## config.mk

```make
export PLATFORM = sky130hd
export DESIGN_NAME = idx_ea_decoder
export DESIGN_NICKNAME = d
export VERILOG_FILES = /design/src/rtl/idx_ea_pkg.sv /design/src/rtl/idx_ext_fields.sv /design/src/rtl/idx_index_scale.sv /design/src/rtl/idx_ea_sum.sv /design/src/rtl/idx_ea_decoder.sv
export SDC_FILE = /design/constraint.sdc
export NUM_CORES = 1
export LEC_CHECK = 0
export CAP_MARGIN = 20
export CORE_UTILIZATION = 56
export DETAILED_ROUTE_END_ITERATION = 7
export GPL_TIMING_DRIVEN = 0
export PLACE_DENSITY = 0.88
export SLEW_MARGIN = 30
export SYNTH_ARGS = -nofsm -noshare
export SYNTH_HDL_FRONTEND = slang
export SYNTH_SLANG_ARGS = --single-unit
```

## constraint.sdc

```tcl
create_clock -name clk -period 14.2 [get_ports clk]
set_input_delay 2.84 -clock clk [delete_from_list [all_inputs] [get_ports clk]]
set_output_delay 2.84 -clock clk [all_outputs]
set_load 0.02 [all_outputs]
```

## src/rtl/idx_ea_pkg.sv

```systemverilog
package idx_ea_pkg;

    localparam int EA_W  = 32;
    localparam int EXT_W = 16;
    localparam int BRIEF_DISP_W = 8;
    localparam int REG_NUM_W = 3;
    localparam int SCALE_W = 2;
    localparam int WCNT_W = 2;

    // displacement size codes of the long layout
    localparam logic [1:0] DSZ_RSVD = 2'b00;
    localparam logic [1:0] DSZ_NONE = 2'b01;
    localparam logic [1:0] DSZ_WORD = 2'b10;
    localparam logic [1:0] DSZ_LONG = 2'b11;

    typedef enum logic [1:0] {
        ST_IDLE  = 2'd0,
        ST_DHI   = 2'd1,
        ST_DLO   = 2'd2,
        ST_FETCH = 2'd3
    } dec_state_e;

    typedef struct packed {
        logic                    idx_is_addr;
        logic [REG_NUM_W-1:0]    idx_num;
        logic                    idx_long;
        logic [SCALE_W-1:0]      scale;
        logic                    full;
        logic                    base_sup;
        logic                    idx_sup;
        logic [1:0]              dsz;
        logic [BRIEF_DISP_W-1:0] brief_disp;
        logic                    illegal;
        logic [WCNT_W-1:0]       words;
    } ext_fields_t;

endpackage

```

## src/rtl/idx_ext_fields.sv

```systemverilog
module idx_ext_fields
    import idx_ea_pkg::*;
(
    input  logic [EXT_W-1:0] word,
    output ext_fields_t      fld
);
    logic is_full;
    logic bad_dsz;
    logic bad_bit3;
    logic bad_low;
    logic all_sup;

    assign is_full  = word[8];
    assign bad_dsz  = (word[5:4] == DSZ_RSVD);
    assign bad_bit3 = word[3];
    assign bad_low  = (word[2:0] != 3'b000);
    assign all_sup  = word[7] && word[6] && (word[5:4] == DSZ_NONE);

    always_comb begin
        fld             = '0;
        fld.idx_is_addr = word[15];
        fld.idx_num     = word[14:12];
        fld.idx_long    = word[11];
        fld.scale       = word[10:9];
        fld.full        = is_full;
        if (is_full) begin
            fld.base_sup = word[7];
            fld.idx_sup  = word[6];
            fld.dsz      = word[5:4];
            fld.illegal  = bad_dsz || bad_bit3 || bad_low || all_sup;
            if (fld.illegal) begin
                fld.words = 2'd1;
            end else begin
                unique case (word[5:4])
                    DSZ_WORD: fld.words = 2'd2;
                    DSZ_LONG: fld.words = 2'd3;
                    default:  fld.words = 2'd1;
                endcase
            end
        end else begin
            fld.brief_disp = word[7:0];
            fld.words      = 2'd1;
        end
    end

endmodule

```

## src/rtl/idx_index_scale.sv

```systemverilog
module idx_index_scale
    import idx_ea_pkg::*;
#(
    parameter int W = EA_W
) (
    input  logic [W-1:0]       raw,
    input  logic               use_long,
    input  logic [SCALE_W-1:0] scale,
    output logic [W-1:0]       scaled
);
    localparam int NSCALE = 1 << SCALE_W;

    logic [W-1:0] sized;
    logic [W-1:0] cand [NSCALE];

    assign sized = use_long ? raw : {{(W-EXT_W){raw[EXT_W-1]}}, raw[EXT_W-1:0]};

    for (genvar s = 0; s < NSCALE; s++) begin : g_scale
        if (s == 0) begin : g_unit
            assign cand[s] = sized;
        end else begin : g_shift
            assign cand[s] = {sized[W-1-s:0], {s{1'b0}}};
        end
    end

    assign scaled = cand[scale];

endmodule

```

## src/rtl/idx_ea_sum.sv

```systemverilog
module idx_ea_sum
    import idx_ea_pkg::*;
#(
    parameter int W = EA_W
) (
    input  logic [W-1:0] base,
    input  logic [W-1:0] index,
    input  logic [W-1:0] disp,
    input  logic         base_sup,
    input  logic         idx_sup,
    output logic [W-1:0] ea
);
    logic [W-1:0] base_term;
    logic [W-1:0] idx_term;

    assign base_term = base_sup ? '0 : base;
    assign idx_term  = idx_sup  ? '0 : index;
    assign ea        = base_term + idx_term + disp;

endmodule

```

## src/rtl/idx_ea_decoder.sv

```systemverilog
module idx_ea_decoder
    import idx_ea_pkg::*;
(
    input  logic                 clk,
    input  logic                 rst_n,
    input  logic                 word_valid,
    input  logic [EXT_W-1:0]     word_data,
    output logic                 word_ready,
    input  logic [EA_W-1:0]      an_base,
    input  logic [EA_W-1:0]      pc_base,
    input  logic                 base_is_pc,
    output logic                 idx_fetch,
    output logic                 idx_is_addr,
    output logic [REG_NUM_W-1:0] idx_num,
    input  logic [EA_W-1:0]      idx_value,
    output logic                 ea_valid,
    output logic [EA_W-1:0]      ea_addr,
    output logic [WCNT_W-1:0]    ext_words,
    output logic                 ea_illegal
);
    typedef struct packed {
        dec_state_e        st;
        ext_fields_t       fld;
        logic [EA_W-1:0]   disp;
        logic [EA_W-1:0]   ea;
        logic [WCNT_W-1:0] words;
        logic              illegal;
        logic              done;
    } dec_regs_t;

    dec_regs_t r_d, r_q;

    ext_fields_t     new_fld;
    logic [EA_W-1:0] base_sel;
    logic [EA_W-1:0] idx_scaled;
    logic [EA_W-1:0] sum_ea;
    logic            take;

    idx_ext_fields u_fields (
        .word (word_data),
        .fld  (new_fld)
    );

    idx_index_scale #(.W(EA_W)) u_scale (
        .raw      (idx_value),
        .use_long (r_q.fld.idx_long),
        .scale    (r_q.fld.scale),
        .scaled   (idx_scaled)
    );

    assign base_sel = base_is_pc ? pc_base : an_base;

    idx_ea_sum #(.W(EA_W)) u_sum (
        .base     (base_sel),
        .index    (idx_scaled),
        .disp     (r_q.disp),
        .base_sup (r_q.fld.base_sup),
        .idx_sup  (r_q.fld.idx_sup),
        .ea       (sum_ea)
    );

    assign word_ready = (r_q.st != ST_FETCH);
    assign take       = word_valid && word_ready;

    always_comb begin
        r_d      = r_q;
        r_d.done = 1'b0;
        unique case (r_q.st)
            ST_IDLE: begin
                if (take) begin
                    r_d.fld  = new_fld;
                    r_d.disp = new_fld.full ? '0
                             : {{(EA_W-BRIEF_DISP_W){new_fld.brief_disp[BRIEF_DISP_W-1]}},
                                new_fld.brief_disp};
                    if (new_fld.full && !new_fld.illegal && new_fld.dsz == DSZ_WORD) begin
                        r_d.st = ST_DLO;
                    end else if (new_fld.full && !new_fld.illegal && new_fld.dsz == DSZ_LONG) begin
                        r_d.st = ST_DHI;
                    end else begin
                        r_d.st = ST_FETCH;
                    end
                end
            end
            ST_DHI: begin
                if (take) begin
                    r_d.disp[EA_W-1 -: EXT_W] = word_data;
                    r_d.st = ST_DLO;
                end
            end
            ST_DLO: begin
                if (take) begin
                    if (r_q.fld.dsz == DSZ_WORD) begin
                        r_d.disp = {{(EA_W-EXT_W){word_data[EXT_W-1]}}, word_data};
                    end else begin
                        r_d.disp[EXT_W-1:0] = word_data;
                    end
                    r_d.st = ST_FETCH;
                end
            end
            ST_FETCH: begin
                r_d.ea      = r_q.fld.illegal ? '0 : sum_ea;
                r_d.words   = r_q.fld.words;
                r_d.illegal = r_q.fld.illegal;
                r_d.done    = 1'b1;
                r_d.st      = ST_IDLE;
            end
            default: r_d.st = ST_IDLE;
        endcase
    end

    always_ff @(posedge clk) begin
        if (!rst_n) begin
            r_q <= '0;
        end else begin
            r_q <= r_d;
        end
    end

    assign idx_fetch   = (r_q.st == ST_FETCH);
    assign idx_is_addr = r_q.fld.idx_is_addr;
    assign idx_num     = r_q.fld.idx_num;
    assign ea_valid    = r_q.done;
    assign ea_addr     = r_q.ea;
    assign ext_words   = r_q.words;
    assign ea_illegal  = r_q.illegal;


    ready_fetch_excl_chk: assert property (@(posedge clk) disable iff (!rst_n)
        !(word_ready && idx_fetch));


    fetch_single_chk: assert property (@(posedge clk) disable iff (!rst_n)
        idx_fetch |=> !idx_fetch);


    fetch_then_valid_chk: assert property (@(posedge clk) disable iff (!rst_n)
        idx_fetch |=> ea_valid);


    valid_after_fetch_chk: assert property (@(posedge clk) disable iff (!rst_n)
        ea_valid |-> $past(idx_fetch));


    illegal_zero_ea_chk: assert property (@(posedge clk) disable iff (!rst_n)
        (ea_valid && ea_illegal) |-> (ea_addr == '0));


    words_nonzero_chk: assert property (@(posedge clk) disable iff (!rst_n)
        ea_valid |-> (ext_words != 2'd0));


    illegal_one_word_chk: assert property (@(posedge clk) disable iff (!rst_n)
        (ea_valid && ea_illegal) |-> (ext_words == 2'd1));

endmodule

```

==> metrics, run 1 <==
fin nets 1186; wire length per cell after detailed routing 17.6 um; Reg2Reg Launch Point r_q[84]; Hold Fails Final Rpt 0; row count 40; area fraction of the dominant cell type after synthesis 0.238; residual antenna-violating net count after detailed routing 0; Critical Path Start base_is_pc; final period demand of the worst path 7440 ps; r2r setup slk 8490 ps; max capacitance violation total 0; CP Data Required Time about 14000 ps; Std-Cell Core Area 0.0122 sq mm; die span in y 114 um; vias in the first global route 6429; most numerous cell in the Yosys netlist dfxtp_1; number of post-CTS setup repair buffers 0; count of vias placed by the detailed router 6869; root buffer cell clkbuf_16; total global routing track utilization 0.322; type of destination of the critical path flop; unrepaired setup endpoints after global routing no; total setup violations reported at the end of the flow 0; global-route wire length before repair 31900 um; cell area after synthesis 0.00708 sq mm; Avg Cell Area, Syn 8.44 sq um; register bit total from synthesis 84; deepest clock path buffer count 2; maximum frequency from static timing analysis 0.134 GHz; clock tree from TritonCTS yes; syn nets 1020; total clock sinks 84; static leakage 3.71 nW; Skew-Pair Late Insertion Delay 360 ps; quantity of gates resized following cts 0; final wirelength slightly above 20000 um; number of antenna violations at the first check in global routing 0; average vias per placed instance slightly below 6; final design instance area without fill between 0.009 and 0.01 sq mm; number of buffers added on ports about 160; Syn. warnings 0; peak per-stage delay on the critical path 590 ps; final worst-path cycle share 0.524; Clk pin slew, worst setup/hold paths 60 ps; horizontal die dimension 114 um; synthesized netlist cell count about 840; H-tree depth reported by CTS 3; detailed-placement wirelength estimate 16400 um; Critical path destination ea_addr[31]; clock buffers created by TritonCTS 9; placed cell area 0.00884 sq mm; Arr. time, crit path ~7700 ps; antenna cells 0; Total Neg Setup Slack 0 ps; largest net degree at the start of global routing 16; main flop type after synthesis dfxtp_1; DR pass1 iterations 5; Congestion Overflow GR 0; total number of cells along the worst setup path 16; crit-path max FO 10; critical path start-end classification input pin to flop; CP Launch Type input pin; post-synthesis cell type with the largest combined area dfxtp_1; share of flip-flops with an asynchronous set or reset after synthesis 0; outcome finished clean; area growth from synthesis to layout 29.4%; reg2reg end ea_addr[31]; portion of the post-synthesis area used by sequential elements 0.238; Peak VDD IR 0.107 mV; total power per unit cell area 199 mW/mm^2; worst clock skew around 10 ps; Tightest Pin Transition 852 ps; worst relative slew slack 0.432; count of unique library cells instantiated by Yosys 57; hold path start ea_addr[21]; Final Max Slew Viols 0; IO Pins 158; drt drc 0; Post-CTS Hold Fix Bufs 0; iteration-0 DRC count of the detailed router 657; type of the tightest min-delay check flop to flop; weighted congestion at the end of routability-driven global placement 0.962; worst-path cell with the longest stage delay clkbuf_1; proportion of layout cells with a drive suffix above 1 0.0714; most common library cells after synthesis 84 x dfxtp_1, 69 x nand2_1, 69 x nor2_1, 68 x a21oi_1, 68 x mux2i_1; die area around 0.013 sq mm; cells taking the most area after synthesis dfxtp_1 24%, mux2i_1 9.6%, fa_1 9.1%; logic depth of the worst register-to-register path 17; ordered list of cells on the worst path clkbuf_1 -> clkbuf_1 -> mux2i_1 -> nor2_1 -> fa_1 -> ha_1 -> fa_1 -> a21oi_1 -> o221ai_1 -> o2111ai_1 -> o211ai_1 -> a211o_1 -> a211oi_1 -> a21oi_1 -> xnor2_1 -> o21ai_1; starting utilization of the core area 0.582; cell family with the largest share of critical-path delay compound AO/OA/AOI/OAI gates; Buf+Inv Stages, Crit Path 2; Post-synth EDFFs 0
==> cell type report <==
class                   instances  area (sq um)
fillers                       904          3000
clock inverters                 5          66.3
repair buffers                155          1550
multi-input cells             650          4860
inverters                      13          48.8
flip-flops and latches         84          1680
clock buffers                  11           253
well taps                     168           210
plain buffers                  91           482
==> stage by stage <==
stage / instances / power (mW) / worst slack [ps] / utilization / hold WS [ps]
final: 1177 / 1.82 / 6760 / 0.753 / 455
after global routing: 1177 / 1.96 / 6420 / 0.753 / 475
after CTS: 1177 / 1.80 / 6820 / 0.753 / 460
after detailed placement: 1161 / 1.53 / 6450 / 0.727 / 443
after floorplan: 838 / 1.22 / 7490 / - / 426
after global placement: 1161 / 1.50 / 6540 / 0.727 / 435
==> worst reg2reg max path: cells and delay by family, from the launching register on <==
kind                       cells  cell delay, ps
adders and majority gates      3            1160
and+or+nand+nor                1             240
muxes                          1             170
buffers and inverters          3            1410
AOI/OAI and AO/OA              8            2100
xor gates and xnor gates       1             190
DFF                            1             340
==> cell families after synthesis <==
group	synth area share
simple gates	0.173
compound gates	0.196
buf+inv	0.0750
flops	0.238
mux	0.134
fa+ha+maj	0.151
xor+xnor	0.0334
==> cells in the final DEF, fill, tap and decap left out, types with 36 or more instances in the layout <==
master,count
clkdlybuf4s50_1,155
dfxtp_1,84
nor2_1,69
nand2_1,69
mux2i_1,68
a21oi_1,68
o21ai_0,63
clkbuf_1,47
buf_4,37
nor2b_1,36
==> worst min-delay path by stage <==
stage	slack (ps)	cells after the start	endpoint
after detailed placement	440	2	ea_addr[31]
after global routing	480	2	ea_addr[21]
after CTS	460	2	ea_addr[12]
after global placement	430	2	ea_addr[17]
final	450	2	ea_addr[21]
after floorplan	430	2	ea_addr[31]
==> registers in the layout, indices dropped and copies added (netlist names) <==
signal / count
r_q: 44
ea_illegal: 1
idx_is_addr: 1
ea_addr: 32
ext_words: 2
idx_num: 3
ea_valid: 1
==> routing by layer <==
metal	track usage	up-vias	wire length [um]	share of wire
met2	0.527	338	9630	0.46
met3	0.0513	57	1710	0.083
met5	0	-	0	0
met1	0.411	3202	8500	0.41
li1	-	3272	-	-
met4	0.169	0	915	0.044
==> power breakdown <==
part           internal, mW  switching, mW
clock network         0.148          0.105
registers             0.292         0.0461
logic                 0.521          0.710
total                 0.961          0.862
No activity file was read; power rests on OpenSTA's default activity.
==> run 2, diff against run 1 <==
Settings changed: CORE_UTILIZATION 56 to 47, PLACE_DENSITY 0.88 to 0.79.
Clock period 14.2 ns to 6.5 ns, I/O delays scaled along.
==> metrics, run 2 (synthesis results as in run 1) <==
outcome finished clean; CP Launch Type input pin; Tightest Pin Transition 902 ps; post-place setup slack 346 ps; type of the tightest min-delay check flop to flop; unrepaired setup endpoints after global routing no; final wirelength between 20000 and 25000 um; row count 44; hold path start ea_addr[16]; Comb power frac 0.676; count of vias placed by the detailed router between 6000 and 7000; drt drc 0; vias in the first global route 6470; peak per-stage delay on the critical path just under 600 ps; wire length per cell after detailed routing approximately 17 um; proportion of layout cells with a drive suffix above 1 0.0704; max capacitance violation total 0; reg2reg end ea_addr[31]; global-route wire length before repair 33000 um; CP Data Required Time 6730 ps; proportion of power drawn by flip-flops and latches 0.189; top library cells by usage in the layout, fill and taps aside 155 x clkdlybuf4s50_1, 84 x dfxtp_1, 69 x nor2_1, 69 x nand2_1; fin nets 1186; horizontal die dimension 125 um; final period demand of the worst path 5850 ps; residual antenna-violating net count after detailed routing 0; number of buffers added on ports around 160; H-tree depth reported by CTS 3; detailed-placement wirelength estimate 16700 um; clock tree from TritonCTS yes; crit-path max FO 10; Hold Fails Final Rpt 0; clock buffers created by TritonCTS 9; Final Max Slew Viols 0; Peak VDD IR 0.229 mV; WHS Path Cells 2; die area between 0.015 and 0.02 sq mm; DR pass1 iterations 6; total setup violations reported at the end of the flow 0; antenna cells 0; number of antenna violations at the first check in global routing 0; iteration-0 DRC count of the detailed router 596; most frequent standard cell in the layout excluding fill and tap cells clkdlybuf4s50_1; static leakage roughly 3.7 nW; final worst-path cycle share 0.899; Reg2Reg Launch Point r_q[84]; total global routing track utilization 0.270; Critical path destination ea_addr[31]; register ranked first by flip-flop count r_q; Post-CTS Hold Fix Bufs 0; fraction of power spent switching nets 0.472; critical path start-end classification input pin to flop; r2r setup slk roughly 860 ps; type of destination of the critical path flop; largest net degree at the start of global routing 15; die span in y 125 um; weighted congestion at the end of routability-driven global placement roughly 0.93; starting utilization of the core area 0.485; cell-internal power between 2 and 2.5 mW; number of post-CTS setup repair buffers 0; # fillers 1307; root buffer cell clkbuf_16; Total Neg Setup Slack 0 ps; IO Pins 158; Clk pin slew, worst setup/hold paths 70 ps; maximum frequency from static timing analysis ~0.17 GHz; Skew-Pair Late Insertion Delay 350 ps; deepest clock path buffer count 2; total clock sinks between 80 and 90; ordered list of cells on the worst path clkbuf_1 -> clkbuf_1 -> mux2i_1 -> nor2_1 -> fa_1 -> ha_1 -> fa_1 -> a21oi_1 -> o221ai_1 -> o2111ai_1 -> o211ai_1 -> a211o_1 -> a211oi_1 -> a21oi_1 -> xnor2_1 -> o21ai_1; Arr. time, crit path between 6000 and 7000 ps; area growth from synthesis to layout 29.3%; placed cell area 0.00886 sq mm; final design instance area without fill 0.00915 sq mm; logic depth of the worst register-to-register path 17; quantity of gates resized following cts 0; average vias per placed instance 5.62; total power per unit cell area 428 mW/mm^2; worst-path cell with the longest stage delay clkbuf_1; worst relative slew slack 0.399; max FFs per register 44; Congestion Overflow GR 0; final setup slack of the worst path 654 ps; Sw Pwr roughly 1.9 mW; Critical Path Start base_is_pc; Std-Cell Core Area 0.0146 sq mm; Clk network pwr share 0.135; worst clock skew just over 10 ps
-- run 2: changes by cell type in the layout (fill, tap and decap cells not counted) --
cell        delta
clkbuf_1       +1
clkbuf_8       -2
clkinv_2       +2
clkinv_4       -1
clkinvlp_4     +1
inv_8          -1
-- run 2: metal layers --
| layer | vias to the layer above | wire length [um] | track usage |
|---|---|---|---|
| met5 | - | 0 | 0 |
| met2 | 259 | 9790 | 0.452 |
| met1 | 3126 | 9030 | 0.350 |
| met4 | 0 | 588 | 0.113 |
| li1 | 3272 | - | - |
| met3 | 42 | 1380 | 0.0357 |
-- run 2: worst min-delay path by stage --
stage | to | slack (ps)
after floorplan | ea_addr[31] | 430
after global placement | ea_addr[17] | 440
after detailed placement | ea_addr[19] | 440
after CTS | ea_addr[16] | 450
after global routing | ea_addr[17] | 470
final | ea_addr[16] | 450
-- run 2: worst max-delay path, delay by kind of cell --
family	cells	cell delay (ps)
buf+inv	2	1030
fa+ha+maj	3	1110
mux	1	290
xor+xnor	1	170
compound gates	8	2090
simple gates	1	70
-- run 2: metrics by stage --
step | std cells | hold WS, ps | power (mW) | util
2_1_floorplan | 838 | 426 | 2.67 | -
6_report | 1193 | 449 | 3.92 | 0.627
4_1_cts | 1193 | 454 | 3.89 | 0.627
3_3_place_gp | 1177 | 436 | 3.29 | 0.607
5_1_grt | 1193 | 475 | 4.25 | 0.627
3_5_place_dp | 1177 | 444 | 3.34 | 0.607
-- run 2: layout make-up --
class	instances	area, sq um	share of cell area
inverter	13	48.8	0.00533
sequential	84	1680	0.184
multi-input combinational	650	4860	0.532
tap	184	230	0.0252
clock inverter	6	63.8	0.00697
buffer	91	482	0.0526
timing repair buffer	155	1550	0.170
clock buffer	10	229	0.0250
-- run 2: power groups by stage --
stage          Combinational (mW)  Clock [mW]  Sequential (mW)
6_report                     2.65       0.530            0.740
5_1_grt                      2.95       0.545            0.754
4_1_cts                      2.62       0.533            0.739
3_5_place_dp                 2.59           0            0.750
3_3_place_gp                 2.54           0            0.747
2_1_floorplan                1.96           0            0.715
